===== config.mk =====
export PLATFORM = sky130hd
export DESIGN_NAME = nco_phase_gen
export DESIGN_NICKNAME = d
export VERILOG_FILES = /design/src/rtl/nco_pg_pkg.sv /design/src/rtl/nco_pg_regs.sv /design/src/rtl/nco_pg_offset.sv /design/src/rtl/nco_pg_accum.sv /design/src/rtl/nco_phase_gen.sv
export SDC_FILE = /design/constraint.sdc
export NUM_CORES = 1
export LEC_CHECK = 0
export ABC_AREA = 1
export BUFFER_PORTS_ARGS = -buffer_cell sky130_fd_sc_hd__buf_2
export CORE_ASPECT_RATIO = 1.25
export CORE_MARGIN = 4
export CORE_UTILIZATION = 55
export DETAILED_ROUTE_END_ITERATION = 8
export PLACE_DENSITY = 0.79
export SLEW_MARGIN = 20
export SYNTH_ARGS = -nofsm -noshare
export SYNTH_HDL_FRONTEND = slang
export SYNTH_SLANG_ARGS = --single-unit

===== constraint.sdc =====
create_clock -name clk -period 2.3 [get_ports clk]
set_clock_uncertainty 0.2 [all_clocks]
set_input_delay 0.46 -clock clk [delete_from_list [all_inputs] [get_ports clk]]
set_output_delay 0.46 -clock clk [all_outputs]
set_load 0.02 [all_outputs]

===== src/rtl/nco_pg_pkg.sv =====
package nco_pg_pkg;
  localparam int ADDR_W = 3;
  typedef enum logic [ADDR_W-1:0] {
    ADR_CENTER = 3'd0,
    ADR_DELTA  = 3'd1,
    ADR_PHASE  = 3'd2
  } reg_addr_e;
endpackage


===== src/rtl/nco_pg_regs.sv =====
module nco_pg_regs
  import nco_pg_pkg::*;
#(
  parameter int PHASE_W = 32,
  parameter int OFS_W   = 16
) (
  input  logic               clk,
  input  logic               rst,
  input  logic               wr_en,
  input  logic [ADDR_W-1:0]  wr_addr,
  input  logic [PHASE_W-1:0] wr_data,
  output logic [PHASE_W-1:0] center_o,
  output logic [PHASE_W-1:0] delta_o,
  output logic [OFS_W-1:0]   pin_o
);

  always_ff @(posedge clk) begin
    if (rst) begin
      center_o <= '0;
      delta_o  <= '0;
      pin_o    <= '0;
    end else if (wr_en) begin
      case (wr_addr)
        ADR_CENTER: center_o <= wr_data;
        ADR_DELTA:  delta_o  <= wr_data;
        ADR_PHASE:  pin_o    <= wr_data[OFS_W-1:0];
        default: ;
      endcase
    end
  end

  AST_UNUSED_ADDR_IGNORED: assert property (@(posedge clk) disable iff (rst)
    (wr_en && wr_addr > ADR_PHASE) |=> ($stable(center_o) && $stable(delta_o) && $stable(pin_o)));

endmodule


===== src/rtl/nco_pg_offset.sv =====
module nco_pg_offset #(
  parameter int OFS_W = 16,
  parameter int MOD_W = 3
) (
  input  logic             clk,
  input  logic             rst,
  input  logic             mod_sel,
  input  logic [MOD_W-1:0] mod_pins,
  input  logic             carry_in_n,
  input  logic [OFS_W-1:0] pin_i,
  output logic [OFS_W-1:0] ofs_o,
  output logic             cin_o
);
  localparam int FILL_W = OFS_W - MOD_W;

  logic             sel_q;
  logic [MOD_W-1:0] mod_q;
  logic [OFS_W-1:0] psk_word;

  generate
    if (FILL_W > 0) begin : g_fill
      assign psk_word = {mod_q, {FILL_W{1'b0}}};
    end else begin : g_nofill
      assign psk_word = mod_q;
    end
  endgenerate

  always_ff @(posedge clk) begin
    if (rst) begin
      sel_q <= 1'b0;
      mod_q <= '0;
      cin_o <= 1'b0;
      ofs_o <= '0;
    end else begin
      sel_q <= mod_sel;
      mod_q <= mod_pins;
      cin_o <= ~carry_in_n;
      ofs_o <= sel_q ? pin_i : psk_word;
    end
  end

  AST_PSK_LOW_ZERO: assert property (@(posedge clk) disable iff (rst)
    !sel_q |=> (ofs_o[FILL_W-1:0] == '0));
  AST_PSK_TOP_PINS: assert property (@(posedge clk) disable iff (rst)
    !sel_q |=> (ofs_o[OFS_W-1:FILL_W] == $past(mod_q)));
  AST_SEL_PHASE_REG: assert property (@(posedge clk) disable iff (rst)
    sel_q |=> (ofs_o == $past(pin_i)));

endmodule


===== src/rtl/nco_pg_accum.sv =====
module nco_pg_accum #(
  parameter int PHASE_W = 32,
  parameter int OFS_W   = 16
) (
  input  logic               clk,
  input  logic               rst,
  input  logic               acc_en,
  input  logic [PHASE_W-1:0] center_i,
  input  logic [PHASE_W-1:0] delta_i,
  input  logic               cin_i,
  input  logic [OFS_W-1:0]   ofs_i,
  output logic [PHASE_W-1:0] phase_o
);
  localparam int SHIFT_W = PHASE_W - OFS_W;

  logic [PHASE_W-1:0] acc_q;
  logic [PHASE_W-1:0] step;
  logic [PHASE_W-1:0] ofs_wide;

  assign step = center_i + delta_i + {{(PHASE_W-1){1'b0}}, cin_i};

  generate
    if (SHIFT_W > 0) begin : g_align
      assign ofs_wide = {ofs_i, {SHIFT_W{1'b0}}};
    end else begin : g_direct
      assign ofs_wide = ofs_i;
    end
  endgenerate

  always_ff @(posedge clk) begin
    if (rst) begin
      acc_q   <= '0;
      phase_o <= '0;
    end else begin
      if (acc_en) acc_q <= acc_q + step;
      phase_o <= acc_q + ofs_wide;
    end
  end

  AST_HOLD_WHEN_OFF: assert property (@(posedge clk) disable iff (rst)
    !acc_en |=> $stable(acc_q));
  AST_RESET_CLEARS: assert property (@(posedge clk)
    rst |=> (acc_q == '0 && phase_o == '0));

endmodule


===== src/rtl/nco_phase_gen.sv =====
module nco_phase_gen
  import nco_pg_pkg::*;
#(
  parameter int PHASE_W = 32,
  parameter int OFS_W   = 16,
  parameter int MOD_W   = 3
) (
  input  logic               clk,
  input  logic               rst,
  input  logic               wr_en,
  input  logic [ADDR_W-1:0]  wr_addr,
  input  logic [PHASE_W-1:0] wr_data,
  input  logic               mod_sel,
  input  logic [MOD_W-1:0]   mod_pins,
  input  logic               carry_in_n,
  input  logic               acc_en,
  output logic [PHASE_W-1:0] phase_out
);

  logic [PHASE_W-1:0] center;
  logic [PHASE_W-1:0] delta;
  logic [OFS_W-1:0]   pin_reg;
  logic [OFS_W-1:0]   ofs;
  logic               cin;

  nco_pg_regs #(.PHASE_W(PHASE_W), .OFS_W(OFS_W)) regs_i (
    .clk(clk), .rst(rst), .wr_en(wr_en), .wr_addr(wr_addr), .wr_data(wr_data),
    .center_o(center), .delta_o(delta), .pin_o(pin_reg)
  );

  nco_pg_offset #(.OFS_W(OFS_W), .MOD_W(MOD_W)) offset_i (
    .clk(clk), .rst(rst), .mod_sel(mod_sel), .mod_pins(mod_pins),
    .carry_in_n(carry_in_n), .pin_i(pin_reg), .ofs_o(ofs), .cin_o(cin)
  );

  nco_pg_accum #(.PHASE_W(PHASE_W), .OFS_W(OFS_W)) accum_i (
    .clk(clk), .rst(rst), .acc_en(acc_en), .center_i(center), .delta_i(delta),
    .cin_i(cin), .ofs_i(ofs), .phase_o(phase_out)
  );

endmodule


=== Word level (Yosys, flattened, before mapping) ===
Index checks and enable logic that the tools add are counted.

* Register bits: 165
* Input port bits: 44
* Output and inout port bits: 32
* Logic and storage cells: 24

* $add $sub $neg: 4
* Eq/ne operators: 2
* Muxes and demuxes: 1
* Bitwise gates (word level): 2
* Reductions and logical operators: 5

{| class="wikitable"
|+ Operators by type and width
! kind !! count
|-
| adder 32 bit || 3
|-
| adder 32 x 1 -> 32 bit || 1
|-
| two-way mux 16 bit || 1
|-
| AND reduction 2 bit || 3
|-
| equality test 3 x 1 -> 1 bit (second input constant) || 1
|-
| equality test 3 x 2 -> 1 bit (second input constant) || 1
|-
| zero test 3 bit || 1
|-
| NOT 1 bit || 2
|-
| OR reduction 2 bit || 1
|}

=== Depth between registers and ports, before layout ===
* Depth after elaboration: 3
* Gate-level depth with buffers: 15
* Depth with buffers taken out: 15

=== By module ===
Synthesis repeated with hierarchy kept, for this count alone.

* Cells, all modules: 1441
* Area, all modules: 9980.8 um2

{| class="wikitable"
|+ Modules (own cells, without submodules)
! module !! instances !! cells an instance !! area each (um2) !! sequential area each (um2)
|-
| nco_pg_accum || 1 || 887 || 5753.0 || 1281.2
|-
| nco_pg_regs || 1 || 480 || 3568.4 || 1601.5
|-
| nco_pg_offset || 1 || 74 || 659.4 || 420.4
|}

=== Least setup slack after synthesis ===
Ideal clock, no wire load.

* Path kind: reg2reg
* Start point: reg accum_i.acc_q[0]
* End point: reg accum_i.acc_q[16]
* Setup time: 115 ps
* Data arrival time: 2155 ps
* Required time: 1985 ps
* Setup slack: -171 ps
* Stages on the path, launching flop included: 13
* Buffers on the path: 0
* Period minus slack after synthesis: 2471 ps
* Path through: dfxtp_1 > fa_1 > ha_1 > fa_1 > nand3_1 > nand3_2 > nand2_1 > nand2_1 > nand2_1 > nand2_1 > xor2_1 > o21ai_0 > inv_1

* Word-level cells in the longest chain between the ends: 1

{| class="wikitable"
|+ RTL lines
! item !! RTL line !! source
|-
| start, declared || nco_pg_accum.sv:16 || <nowiki>logic [PHASE_W-1:0] acc_q;</nowiki>
|-
| start signal, assigned || nco_pg_accum.sv:35 || <nowiki>if (acc_en) acc_q <= acc_q + step;</nowiki>
|-
| adder 32 bit || nco_pg_accum.sv:35 ||
|}

Every way passes these cells.
A chain may end at the register's enable or synchronous reset.

=== Worst setup path after layout ===
* Start point: reg accum_i.acc_q[0]
* End point: reg accum_i.acc_q[28]

Same word-level chain as after synthesis.

==> summary.txt <==
Run status
  • Status: finished with violations
  • Failing checks: setup timing

STA
  • Minimum clock period: 2.715 ns
  • Final worst slack: -0.4150 ns
  • Slew HR: 69.25%
  • RSZ-0062 raised after global routing: true
  • Actual slew at the worst max-slew pin: ~0.46 ns
  • Endpoints failing setup: 28
  • Period utilization: 118.0%
  • FMAX: 368.3 MHz
  • Final hold vios: 0
  • Slew Limit Fails: 0

Floorplan
  • Die area: roughly 19,000 sq um
  • Vert. Die Dim: 152.2 microns
  • Initial cell density of the core: around 56%
  • Core region area: around 16,000 sq um
  • Cell Rows: 52
  • # IOs: 76
  • Die width: about 120 microns

Finish
  • Layout cells sized above 1: a little over a quarter
  • Multi-input gate area: approximately 5700 sq um
  • Design Area, Final: around 12,000 sq um
  • Util after Layout: roughly three quarters
  • Final Net Count: between 1,500 and 2,000
  • # fillers: approximately 1,200
  • Register area: about 3300 sq um
  • Area Growth Syn to Fin: 30.28%
  • N_diodes: 0

Place
  • Hpwl dp: 18.82 mm
  • Area of placed instances: 10,200 sq um
  • Number of port buffers: 75
  • GPL Wtd Cong: 0.9998

Setup path
  • Crit end category: flip-flop
  • Arr. time, crit path: 2.87 ns
  • Cells along the critical path: fa_2 -> ha_4 -> fa_2 -> nand3_2 -> nand3_4 -> nand3_2 -> nand3b_1 -> nand2_1 -> nand2_1 -> nand2_1 -> nand3_2 -> nand2_2 -> inv_2
  • CP bufs+invs: 1
  • Worst EP required: between 2 and 2.5 ns
  • CP Max Fanout: 4
  • Worst Setup Start Kind: flip-flop
  • Setup Crit Path Kind: reg -> reg
  • CP top delay family: adder cells
  • Slowest CP cell: fa_2
  • Slowest stage delay, CP: ~0.51 ns

Power and ir drop
  • Pint: 5.358 mW
  • Combinational power share: between 20 and 25%
  • Sequential power share: approximately two fifths
  • Max VDD drop: around 0.72 mV
  • Net Sw Frac: 30.72%
  • PwrDens: about 650 nW/um^2
  • Leak: 6.153 nW
  • Clock group share of total power: just under 40%
  • NetSw: around 2.4 mW

Logic synthesis
  • FF+latch count, synth: roughly 170
  • Synthesized area: between 9000 and 10,000 sq um
  • Area share of the largest cell type after synthesis: around 36%
  • Seq/Total Area, Yosys: 36.12%
  • Syn avg cell area: 6.965 sq um
  • Synth area leaders: dfxtp_1 (36%), nand2_1 (11%), inv_1 (9.9%)
  • Synthesized Nets: ~1,400
  • Synth cell types: 36
  • Ys Warns: 0
  • Post-synth top area cell: dfxtp_1
  • Synthesized instance count: roughly 1,300

Hold path
  • Hold crit path type: in -> reg

Global routing
  • Initial antenna violation count: 0
  • Gr usage total: approximately 29%
  • Global route overflow: 0
  • Largest net degree at the start of global routing: between 60 and 70
  • Global-route wire length before repair: between 40 and 50 mm
  • Vias in the first global route: approximately 8,700

Detailed routing
  • 1st-iter DRT viols: between 600 and 700
  • Via-to-Cell Ratio: roughly 5.3
  • Final WL: about 28 mm
  • WL/cell: between 15 and 20 microns
  • DRT antenna net count: 0
  • DRC: 0
  • Via count of the routed design: 8,956
  • 1st-pass router iterations: 6

Clock network
  • Clock Latency Late Sink: about 0.45 ns
  • CTS tree: yes
  • CTS root buffer: clkbuf_16
  • # clock sinks: about 170
  • Clock-pin slew on the worst setup and hold paths: 0.07 ns
  • CTS Buf Count: 17
  • H-tree Lvls: 4
  • CTS Buffer Depth: 2

Flow run
  • Max-Cap Viols: 0
-- cells in the mapped netlist (all sizes together) --
library cell and instances:
nor3 7, and3 1, a21boi 1, xor2 15
dfxtp 165, and2 3, a31oi 1, nand2 270
a21oi 104, o21bai 4, dlygate4sd1 1, xnor2 4
buf 7, nor2 202, a21o 4, ha 46
inv 241, a211oi 1, fa 33, nand3b 1
nand4 4, o21ai 116, nand3 49, clkbuf 33
-- cells by family (layout without fill, tap and decap cells) --
| family | Yosys count | after routing | share of synthesized area (%) |
|---|---|---|---|
| and+or+nand+nor | 537 | 537 | 23.51 |
| adders and majority gates | 79 | 79 | 13.52 |
| DFF | 165 | 165 | 36.12 |
| AOI/OAI and AO/OA | 231 | 231 | 13.07 |
| buffers and inverters | 282 | 438 | 11.97 |
| xor gates and xnor gates | 19 | 19 | 1.820 |
-- state kept, by name, indices dropped and copies added, names as in the netlist --
name,cells
offset_i.ofs_o,16
accum_i.phase_o,32
accum_i.acc_q,32
regs_i.pin_o,16
regs_i.delta_o,32
offset_i.mod_q,3
regs_i.center_o,32
offset_i.sel_q,1
offset_i.cin_o,1
-- through the flow --
stage	setup WS, ns	cells	power [mW]	TNS, ns	hold WS, ns
5_1_grt	-0.5077	1685	8.017	-8.686	0.01254
3_5_place_dp	-0.3731	1637	4.380	-6.180	0.2337
6_report	-0.4150	1685	7.734	-6.254	0.01799
3_3_place_gp	-0.3191	1637	4.351	-5.505	0.2286
4_1_cts	-0.3090	1676	7.553	-4.974	0.01074
2_1_floorplan	-0.06948	1313	3.870	-0.3453	0.2160
-- worst register-to-register path, cell delays in order (launching register included) --
cell and delay [ns]:
dfxtp_2 0.34, fa_2 0.51, ha_4 0.19, fa_2 0.36, nand3_2 0.14, nand3_4 0.12
nand3_2 0.08, nand3b_1 0.19, nand2_1 0.16, nand2_1 0.06, nand2_1 0.07, nand3_2 0.08
nand2_2 0.09, inv_2 0.03
-- layout by cell type (no fill, tap or decap), types with 3 or more instances in the layout --
master / instances
inv_1: 230
nand2_1: 203
nor2_1: 186
dfxtp_1: 139
o21ai_0: 99
a21oi_1: 93
buf_4: 77
buf_2: 75
nand2_2: 47
nand3_1: 32
ha_4: 28
fa_1: 27
dfxtp_2: 26
nand2_4: 19
ha_1: 18
o21ai_1: 17
clkbuf_16: 17
nand3_2: 12
inv_2: 11
xor2_1: 11
buf_6: 10
nor2_2: 9
a21oi_2: 8
nor2_4: 7
fa_2: 6
inv_6: 6
nand3_4: 5
nand4_1: 4
xor2_2: 4
a21o_1: 4
inv_8: 4
nor3_2: 3
o21bai_1: 3
a21oi_4: 3
nor3_1: 3
xnor2_1: 3
-- worst paths after layout --
kind / depth (start not counted) / startpoint / to / slack, ns
max: 13 / accum_i.acc_q[0]$_SDFFE_PP0P_ / accum_i.acc_q[28]$_SDFFE_PP0P_ / -0.42
min: 3 / mod_pins[1] / offset_i.mod_q[1]$_SDFF_PP0_ / 0.02
max reg2reg: 13 / accum_i.acc_q[0]$_SDFFE_PP0P_ / accum_i.acc_q[28]$_SDFFE_PP0P_ / -0.42
min reg2reg: 2 / regs_i.pin_o[0]$_SDFFE_PP0P_ / offset_i.ofs_o[0]$_SDFF_PP0_ / 0.24
-- power groups by stage --
| stage | Combinational, mW | Clock [mW] | Sequential, mW |
|---|---|---|---|
| floorplan | 0.679 | 0 | 3.19 |
| global placement | 1.19 | 0 | 3.16 |
| detailed placement | 1.21 | 0 | 3.17 |
| CTS | 1.42 | 3.03 | 3.10 |
| global route | 1.73 | 3.16 | 3.12 |
| finish | 1.60 | 3.02 | 3.11 |
-- per-layer routing --
layer  GRT usage (%)  wire length [microns]
met3           5.050                   1409
met2           49.95                  14380
met5               0                      0
met1           33.90                  10730
met4           17.04                   1705
-- final cells by class --
type	instances	area share, %
Inverter	241	7.593
Tap cell	216	2.268
Multi-Input combinational cell	866	47.66
Clock inverter	15	1.544
Sequential cell	165	28.00
Clock buffer	17	3.571
Timing Repair Buffer	165	9.368
-- timing repair --
| action | CTS | global route |
|---|---|---|
| hold buffers | 1 | 0 |
| resized for setup | 99 | 142 |
| setup buffers | 7 | 13 |
| hold endpoints to repair | 1 | 0 |
| setup endpoints to repair | 28 | 34 |
| pin swaps | 41 | 52 |
No activity file was read; power rests on OpenSTA's default activity.
